File: config.mk
export PLATFORM = sky130hd
export DESIGN_NAME = exc_entry_seq
export DESIGN_NICKNAME = d
export VERILOG_FILES = /design/src/rtl/exc_seq_pkg.sv /design/src/rtl/exc_route_decode.sv /design/src/rtl/exc_vector_gen.sv /design/src/rtl/exc_csr_bank.sv /design/src/rtl/exc_entry_seq.sv
export SDC_FILE = /design/constraint.sdc
export NUM_CORES = 1
export LEC_CHECK = 0
export ABC_CLOCK_PERIOD_IN_PS = 4300
export BUFFER_PORTS_ARGS = -buffer_cell sky130_fd_sc_hd__buf_2
export CELL_PAD_IN_SITES_DETAIL_PLACEMENT = 0
export CELL_PAD_IN_SITES_GLOBAL_PLACEMENT = 1
export CORE_AREA = 2 2 185 187
export DETAILED_ROUTE_END_ITERATION = 10
export DIE_AREA = 0 0 187 189
export PLACE_DENSITY_LB_ADDON = 0.1
export SYNTH_ARGS = -nofsm -noshare
export SYNTH_HDL_FRONTEND = slang
export SYNTH_SLANG_ARGS = --single-unit
File: constraint.sdc
create_clock -name clk -period 4.3 [get_ports clk]
set_clock_uncertainty 0.2 [all_clocks]
set_input_delay 0.43 -clock clk [delete_from_list [all_inputs] [get_ports clk]]
set_output_delay 0.43 -clock clk [all_outputs]
set_load 0.01 [all_outputs]
File: src/rtl/exc_seq_pkg.sv
package exc_seq_pkg;

    localparam int CODE_W = 6;
    localparam int SUB_W  = 9;
    localparam int PLV_W  = 2;

    localparam logic [CODE_W-1:0] EC_INT  = 6'd0;
    localparam logic [CODE_W-1:0] EC_PIF  = 6'd3;
    localparam logic [CODE_W-1:0] EC_ADE  = 6'd8;
    localparam logic [CODE_W-1:0] EC_SYS  = 6'd11;
    localparam logic [CODE_W-1:0] EC_BRK  = 6'd12;
    localparam logic [CODE_W-1:0] EC_INE  = 6'd13;
    localparam logic [CODE_W-1:0] EC_IPE  = 6'd14;
    localparam logic [CODE_W-1:0] EC_FPD  = 6'd15;
    localparam logic [CODE_W-1:0] EC_SXD  = 6'd16;
    localparam logic [CODE_W-1:0] EC_ASXD = 6'd17;
    localparam logic [CODE_W-1:0] EC_FPE  = 6'd18;
    localparam logic [CODE_W-1:0] EC_DBP  = 6'd26;

    localparam logic [SUB_W-1:0] SUB_FETCH = 9'd0;
    localparam logic [SUB_W-1:0] SUB_MEM   = 9'd1;

    localparam logic [CODE_W-1:0] DBG_BP_CODE  = 6'hC;
    localparam int                INT_VEC_BASE = 64;
    localparam int                DBG_OFFSET   = 32'h480;

    typedef enum logic [1:0] {
        PATH_NORMAL = 2'd0,
        PATH_REFILL = 2'd1,
        PATH_DEBUG  = 2'd2
    } path_e;

    typedef struct packed {
        path_e path;
        logic  is_int;
        logic  dbg_int;
        logic  set_badv;
        logic  set_badi;
    } route_t;

    typedef struct packed {
        logic [PLV_W-1:0] plv;
        logic             ie;
        logic             da;
        logic             pg;
    } mode_t;

    function automatic logic code_captures_pc(input logic [CODE_W-1:0] c);
        case (c)
            EC_SYS, EC_BRK, EC_INE, EC_IPE,
            EC_FPD, EC_SXD, EC_ASXD, EC_FPE: return 1'b1;
            default:                         return 1'b0;
        endcase
    endfunction

    function automatic logic code_captures_insn(input logic [CODE_W-1:0] c,
                                                input logic [SUB_W-1:0]  s);
        if (c == EC_INT || c == EC_PIF)
            return 1'b0;
        if (c == EC_ADE && s == SUB_FETCH)
            return 1'b0;
        return 1'b1;
    endfunction

endpackage

File: src/rtl/exc_route_decode.sv
module exc_route_decode
    import exc_seq_pkg::*;
(
    input  logic              trap_valid,
    input  logic [CODE_W-1:0] trap_code,
    input  logic [SUB_W-1:0]  trap_sub,
    input  logic              trap_refill,
    input  logic              bus_fail_valid,
    input  logic              bus_fail_fetch,
    input  logic              dbg_active,
    output logic              take,
    output logic [CODE_W-1:0] eff_code,
    output logic [SUB_W-1:0]  eff_sub,
    output route_t            route
);
    logic is_int;
    logic is_bp;

    always_comb begin
        take = trap_valid | bus_fail_valid;
        if (trap_valid) begin
            eff_code = trap_code;
            eff_sub  = trap_sub;
        end else begin
            eff_code = EC_ADE;
            eff_sub  = bus_fail_fetch ? SUB_FETCH : SUB_MEM;
        end
        is_int = trap_valid && (trap_code == EC_INT);
        is_bp  = trap_valid && (trap_code == EC_DBP);

        route.is_int  = is_int;
        route.dbg_int = is_int && dbg_active;
        if (is_bp || route.dbg_int)
            route.path = PATH_DEBUG;
        else if (trap_valid && trap_refill && !is_int)
            route.path = PATH_REFILL;
        else
            route.path = PATH_NORMAL;
        route.set_badv = code_captures_pc(eff_code);
        route.set_badi = code_captures_insn(eff_code, eff_sub);
    end
endmodule

File: src/rtl/exc_vector_gen.sv
module exc_vector_gen
    import exc_seq_pkg::*;
#(
    parameter int PC_W  = 32,
    parameter int IRQ_N = 13,
    parameter int VS_W  = 3
) (
    input  route_t            route,
    input  logic [CODE_W-1:0] eff_code,
    input  logic [IRQ_N-1:0]  irq_lines,
    input  logic [VS_W-1:0]   cfg_vs,
    input  logic [PC_W-1:0]   cfg_eentry,
    input  logic [PC_W-1:0]   cfg_refill_entry,
    output logic [PC_W-1:0]   target_pc
);
    localparam int LINE_W = (IRQ_N > 1) ? $clog2(IRQ_N) : 1;
    localparam int VNUM_W = $clog2(INT_VEC_BASE + IRQ_N + 1);
    localparam int SH_W   = VS_W + 1;

    logic [LINE_W-1:0] win_line;
    logic [VNUM_W-1:0] vec_num;
    logic [SH_W-1:0]   shamt;
    logic [PC_W-1:0]   offset;

    always_comb begin
        win_line = '0;
        for (int i = 0; i < IRQ_N; i++) begin
            if (irq_lines[i])
                win_line = LINE_W'(i);
        end
    end

    always_comb begin
        if (route.is_int)
            vec_num = VNUM_W'(INT_VEC_BASE) + VNUM_W'(win_line);
        else
            vec_num = VNUM_W'(eff_code);
        shamt = SH_W'(cfg_vs) + SH_W'(2);
        if (cfg_vs == '0)
            offset = '0;
        else
            offset = PC_W'(vec_num) << shamt;

        case (route.path)
            PATH_DEBUG:  target_pc = cfg_eentry + PC_W'(DBG_OFFSET);
            PATH_REFILL: target_pc = cfg_refill_entry;
            default:     target_pc = cfg_eentry + offset;
        endcase
    end
endmodule

File: src/rtl/exc_csr_bank.sv
module exc_csr_bank
    import exc_seq_pkg::*;
#(
    parameter int              PC_W     = 32,
    parameter int              INSN_W   = 32,
    parameter logic [PC_W-1:0] RESET_PC = 32'h1C00_0000
) (
    input  logic              clk,
    input  logic              rst,
    input  logic              take,
    input  route_t            route,
    input  logic [CODE_W-1:0] eff_code,
    input  logic [SUB_W-1:0]  eff_sub,
    input  logic [PC_W-1:0]   trap_pc,
    input  logic [INSN_W-1:0] trap_insn,
    input  logic [PC_W-1:0]   target_pc,
    input  logic              mode_ld_valid,
    input  logic [PLV_W-1:0]  mode_ld_plv,
    input  logic              mode_ld_ie,
    input  logic              mode_ld_pg,
    input  logic              mode_ld_dbg_exit,
    output logic              redirect_valid,
    output logic [PC_W-1:0]   redirect_pc,
    output mode_t             cur,
    output logic [PLV_W-1:0]  save_plv,
    output logic              save_ie,
    output logic [PLV_W-1:0]  rf_save_plv,
    output logic              rf_save_ie,
    output logic              refill_busy,
    output logic [CODE_W-1:0] exc_code,
    output logic [SUB_W-1:0]  exc_subcode,
    output logic [PC_W-1:0]   era,
    output logic [PC_W-1:0]   rf_era,
    output logic [PC_W-1:0]   dbg_era,
    output logic [PC_W-1:0]   badv,
    output logic [INSN_W-1:0] badi,
    output logic              dbg_dst,
    output logic              dbg_dcl,
    output logic              dbg_dei,
    output logic [CODE_W-1:0] dbg_code
);
    always_ff @(posedge clk) begin
        if (rst) begin
            redirect_valid <= 1'b0;
            redirect_pc    <= RESET_PC;
            cur            <= '{plv: '0, ie: 1'b0, da: 1'b1, pg: 1'b0};
            save_plv       <= '0;
            save_ie        <= 1'b0;
            rf_save_plv    <= '0;
            rf_save_ie     <= 1'b0;
            refill_busy    <= 1'b0;
            exc_code       <= '0;
            exc_subcode    <= '0;
            era            <= '0;
            rf_era         <= '0;
            dbg_era        <= '0;
            badv           <= '0;
            badi           <= '0;
            dbg_dst        <= 1'b0;
            dbg_dcl        <= 1'b0;
            dbg_dei        <= 1'b0;
            dbg_code       <= '0;
        end else begin
            redirect_valid <= take;
            if (take) begin
                redirect_pc <= target_pc;
                cur.plv     <= '0;
                cur.ie      <= 1'b0;
                case (route.path)
                    PATH_REFILL: begin
                        rf_save_plv <= cur.plv;
                        rf_save_ie  <= cur.ie;
                        cur.da      <= 1'b1;
                        cur.pg      <= 1'b0;
                        rf_era      <= trap_pc >> 2;
                        refill_busy <= 1'b1;
                    end
                    PATH_DEBUG: begin
                        dbg_era <= trap_pc;
                        dbg_dst <= 1'b1;
                        if (route.dbg_int) begin
                            dbg_dei <= 1'b1;
                        end else begin
                            dbg_dcl  <= 1'b1;
                            dbg_code <= DBG_BP_CODE;
                        end
                    end
                    default: begin
                        exc_code    <= eff_code;
                        exc_subcode <= eff_sub;
                        save_plv    <= cur.plv;
                        save_ie     <= cur.ie;
                        era         <= trap_pc;
                    end
                endcase
                if (route.set_badv && route.path != PATH_DEBUG)
                    badv <= trap_pc;
                if (route.set_badi)
                    badi <= trap_insn;
            end else if (mode_ld_valid) begin
                cur.plv     <= mode_ld_plv;
                cur.ie      <= mode_ld_ie;
                cur.pg      <= mode_ld_pg;
                cur.da      <= ~mode_ld_pg;
                refill_busy <= 1'b0;
                if (mode_ld_dbg_exit) begin
                    dbg_dst <= 1'b0;
                    dbg_dcl <= 1'b0;
                    dbg_dei <= 1'b0;
                end
            end
        end
    end
endmodule

File: src/rtl/exc_entry_seq.sv
module exc_entry_seq
    import exc_seq_pkg::*;
#(
    parameter int PC_W   = 32,
    parameter int INSN_W = 32,
    parameter int IRQ_N  = 13,
    parameter int VS_W   = 3
) (
    input  logic              clk,
    input  logic              rst,
    input  logic              trap_valid,
    input  logic [5:0]        trap_code,
    input  logic [8:0]        trap_sub,
    input  logic [PC_W-1:0]   trap_pc,
    input  logic [INSN_W-1:0] trap_insn,
    input  logic              trap_refill,
    input  logic [IRQ_N-1:0]  irq_lines,
    input  logic              bus_fail_valid,
    input  logic              bus_fail_fetch,
    input  logic              mode_ld_valid,
    input  logic [1:0]        mode_ld_plv,
    input  logic              mode_ld_ie,
    input  logic              mode_ld_pg,
    input  logic              mode_ld_dbg_exit,
    input  logic [VS_W-1:0]   cfg_vs,
    input  logic [PC_W-1:0]   cfg_eentry,
    input  logic [PC_W-1:0]   cfg_refill_entry,
    output logic              redirect_valid,
    output logic [PC_W-1:0]   redirect_pc,
    output logic [1:0]        cur_plv,
    output logic              cur_ie,
    output logic              cur_da,
    output logic              cur_pg,
    output logic [1:0]        save_plv,
    output logic              save_ie,
    output logic [1:0]        rf_save_plv,
    output logic              rf_save_ie,
    output logic              refill_busy,
    output logic [5:0]        exc_code,
    output logic [8:0]        exc_subcode,
    output logic [PC_W-1:0]   era,
    output logic [PC_W-1:0]   rf_era,
    output logic [PC_W-1:0]   dbg_era,
    output logic [PC_W-1:0]   badv,
    output logic [INSN_W-1:0] badi,
    output logic              dbg_dst,
    output logic              dbg_dcl,
    output logic              dbg_dei,
    output logic [5:0]        dbg_code
);
    logic              take;
    logic [CODE_W-1:0] eff_code;
    logic [SUB_W-1:0]  eff_sub;
    route_t            route;
    logic [PC_W-1:0]   target_pc;
    mode_t             cur;

    exc_route_decode u_decode (
        .trap_valid     (trap_valid),
        .trap_code      (trap_code),
        .trap_sub       (trap_sub),
        .trap_refill    (trap_refill),
        .bus_fail_valid (bus_fail_valid),
        .bus_fail_fetch (bus_fail_fetch),
        .dbg_active     (dbg_dst),
        .take           (take),
        .eff_code       (eff_code),
        .eff_sub        (eff_sub),
        .route          (route)
    );

    exc_vector_gen #(
        .PC_W  (PC_W),
        .IRQ_N (IRQ_N),
        .VS_W  (VS_W)
    ) u_vector (
        .route            (route),
        .eff_code         (eff_code),
        .irq_lines        (irq_lines),
        .cfg_vs           (cfg_vs),
        .cfg_eentry       (cfg_eentry),
        .cfg_refill_entry (cfg_refill_entry),
        .target_pc        (target_pc)
    );

    exc_csr_bank #(
        .PC_W   (PC_W),
        .INSN_W (INSN_W)
    ) u_bank (
        .clk              (clk),
        .rst              (rst),
        .take             (take),
        .route            (route),
        .eff_code         (eff_code),
        .eff_sub          (eff_sub),
        .trap_pc          (trap_pc),
        .trap_insn        (trap_insn),
        .target_pc        (target_pc),
        .mode_ld_valid    (mode_ld_valid),
        .mode_ld_plv      (mode_ld_plv),
        .mode_ld_ie       (mode_ld_ie),
        .mode_ld_pg       (mode_ld_pg),
        .mode_ld_dbg_exit (mode_ld_dbg_exit),
        .redirect_valid   (redirect_valid),
        .redirect_pc      (redirect_pc),
        .cur              (cur),
        .save_plv         (save_plv),
        .save_ie          (save_ie),
        .rf_save_plv      (rf_save_plv),
        .rf_save_ie       (rf_save_ie),
        .refill_busy      (refill_busy),
        .exc_code         (exc_code),
        .exc_subcode      (exc_subcode),
        .era              (era),
        .rf_era           (rf_era),
        .dbg_era          (dbg_era),
        .badv             (badv),
        .badi             (badi),
        .dbg_dst          (dbg_dst),
        .dbg_dcl          (dbg_dcl),
        .dbg_dei          (dbg_dei),
        .dbg_code         (dbg_code)
    );

    assign cur_plv = cur.plv;
    assign cur_ie  = cur.ie;
    assign cur_da  = cur.da;
    assign cur_pg  = cur.pg;
endmodule

==> results.md <==
* CP top delay family: simple AND/OR/NAND/NOR gates
* Drt first-iter violations at 679
* Worst-path fanout max at 6
* DIE AREA at 0.0353 mm²
* Hold violation count in the final report at 0
* Top cells by area, synth: dfxtp_1 42%, nand2_1 9.2%, a21oi_1 7.4%
* Primary FF master, synth: dfxtp_1
* Kind of critical path: in -> reg
* FF-to-FF setup slack at 1.95 ns
* Gate Count Post-Synth at 1,311
* Final Cell Area at 0.0152 mm²
* WP buf/inv at 1
* Worst r2r src: u_bank.dbg_dst$_SDFFE_PP0P_
* Deepest clock path buffer count at 3
* Number of synthesized flops with an enable pin at 0
* CP Launch Type: primary input
* Min-Delay Startpoint: cfg_refill_entry[13]
* 1st-pass router iterations at 6
* Final core occ at 45.6%
* Leakage at 7.03 nW
* Root Buffer: clkbuf_16
* Vias in the first global route at 10,829
* Mapped Area at 0.0106 mm²
* RR Endpoint: u_bank.redirect_pc[6]$_SDFFE_PP0P_
* Max stage delay on crit path at 0.57 ns
* Netlist cell types at 69
* Pins Over Slew Limit at 0
* Max Fclk at 0.250 GHz
* Chip height at 189 µm
* Area added between synthesis and finish at 43.7%
* Total gr overflow at 0
* TritonCTS clock tree: built
* Mean Syn Cell Area at 8.05 µm²
* Average wire per standard cell at 17.7 µm
* ANT nets after route at 0
* Fin crit period at 3.99 ns
* IO buf count at 392
* Placer Congestion at 0.853
* Core box area at 0.0333 mm²
* CTS Buf Count at 26
* Pwr dens at 372 mW/mm²
* R2R depth at 7
* Worst slew pin tran at 0.686 ns
* Clock transition at path regs at 0.06 ns
* Crit-path cells: buf_2 > or4_1 > a21oi_1 > o21ai_0 > mux2_2 > mux2i_1 > a21o_1 > o22ai_1 > ha_1 > and3_1 > nor2b_1 > o21ai_0 > nand2_1 > a21oi_2 > o31a_1 > or4_1 > nand3_1
* Boundary Pins at 400
* Max Cap Viol at 0
* Yosys top cell area share at 42.1%
* Largest net degree at the start of global routing at 114
* Die width at 187 µm
* Critical path endpoint category: flip-flop
* Hold path cells at 3
* Register bit total from synthesis at 222
* Total GRT Usage at 22.2%
* RSZ-0062 raised after global routing: no
* H-tree levels at 1
* Clk_lat worst skew at 0.54 ns
* Routed vias at 11,096
* First-pass GRT wire length at 62,600 µm
* Commonest non-fill, non-tap cells in the layout: 391 x buf_2, 258 x nand2_1, 222 x dfxtp_1
* WL final at 40,400 µm
* Clk sinks at 222
* Period utilization at 92.9%
* Ys async rst share at 0%
* # DRC at 0
* Routed vias/inst at 4.87
* Synth warn at 0
* Initial antenna violation count at 6
* Layout cells sized above 1 at 30.3%
* Synth area leader: dfxtp_1
* Slew HR at 53.9%
* Hold endpoint: u_bank.redirect_pc[13]$_SDFFE_PP0P_
* FP Rows at 67
* Commonest non-fill, non-tap cell in the layout: buf_2
* Worst Hold Slack at 0.0212 ns
* Net count, final at 2,004
* Dpl cell area at 0.0134 mm²
* Initial Utilization at 31.7%
* Status: finished, final reports clean
* Min-Delay Path Class: in -> reg
* Hpwl dp at 29,000 µm
* Sequential share of the synthesized area at 42.1%
* Slowest-stage cell, CP: or4_1
* Finish-stage setup viols at 0
* Crit path DAT at 4.27 ns
* WP data required at 4.57 ns
* Max VDD drop at 0.000246 V
## Yosys cell counts (all sizes together) (7+ instances only)
library cell,instances
buf,35
o21ai,30
xnor2,21
or2,8
a221oi,7
o211ai,9
a211oi,14
nand2,261
nand4,8
dfxtp,222
a21o,19
inv,13
o22ai,7
nand3,41
xor2,17
a222oi,13
a21oi,158
nor3,21
nor2,152
mux2i,73
o21bai,9
nand2b,7
clkbuf,56
nor2b,8
ha,24
## through the flow
| stage | setup TNS, ns | setup slack (ns) | instances | power, mW |
|---|---|---|---|---|
| final | 0 | 0.306 | 2277 | 5.63 |
| after global placement | -3.27 | -0.310 | 2149 | 3.19 |
| after detailed placement | -3.98 | -0.338 | 2149 | 3.20 |
| after global routing | 0 | 0.0189 | 2276 | 5.90 |
| after CTS | 0 | 0.202 | 2275 | 5.71 |
| after floorplan | 0 | 0.174 | 1316 | 2.76 |
## area by class of cell
type / instances / area, µm²
timing repair buffer: 555 / 3430
clock buffer: 38 / 796
clock inverter: 9 / 161
antenna: 2 / 5.00
sequential: 222 / 4440
inverter: 13 / 48.8
multi-input combinational: 990 / 5720
tap: 448 / 561
fill: 3452 / 18100
## cell families after synthesis
family / share of synthesized area (%)
muxes: 7.25
xor gates and xnor gates: 3.15
AOI/OAI and AO/OA: 18.0
other: 0.0355
buffers and inverters: 4.33
adders and majority gates: 3.04
DFF: 42.1
and+or+nand+nor: 22.1
## flip-flops by register name, indices dropped and copies added, names as in the netlist
signal and count:
u_bank.save_plv 2, u_bank.rf_era 30, u_bank.rf_save_plv 2, u_bank.redirect_pc 32
u_bank.rf_save_ie 1, u_bank.dbg_dcl 1, u_bank.exc_code 6, u_bank.badv 32
u_bank.refill_busy 1, u_bank.dbg_code 1, u_bank.badi 32, u_bank.dbg_dei 1
u_bank.save_ie 1, u_bank.exc_subcode 9, u_bank.cur 5, u_bank.dbg_era 32
u_bank.era 32, u_bank.redirect_valid 1, u_bank.dbg_dst 1
## timing repair
item,4_1_cts,5_1_grt
hold buffers,79,0
endpoints found under the hold margin,163,0
gates resized for setup,0,2
buffers inserted,0,0
setup endpoints to repair,0,5
## per-layer routing
layer	vias up	track usage, %	wire [µm]
met1	5111	29.0	17900
met3	56	4.50	2640
met4	8	4.52	699
li1	5550	-	-
met5	-	0	47
met2	371	38.0	19100
## power by group
group          switching, mW  internal (mW)  total, mW
Sequential            0.0534           2.16       2.22
Combinational          0.550          0.441      0.990
Clock                  0.908           1.52       2.43
## tightest hold or removal path: stages
cell,delay [ns]
buf_2,0.08
a222oi_1,0.09
o21ai_0,0.14
## worst max path at each step
stage	from	end	slack (ns)	cells after the start
2_1_floorplan	trap_valid	u_bank.redirect_pc[30]$_SDFFE_PP0P_	0.17	19
3_3_place_gp	irq_lines[7]	u_bank.redirect_pc[30]$_SDFFE_PP0P_	-0.31	16
3_5_place_dp	irq_lines[7]	u_bank.redirect_pc[30]$_SDFFE_PP0P_	-0.34	16
4_1_cts	irq_lines[7]	u_bank.redirect_pc[30]$_SDFFE_PP0P_	0.20	16
5_1_grt	irq_lines[7]	u_bank.redirect_pc[31]$_SDFFE_PP0P_	0.02	17
6_report	irq_lines[7]	u_bank.redirect_pc[31]$_SDFFE_PP0P_	0.31	17
Note: power is estimated with default switching activity, not from simulation.
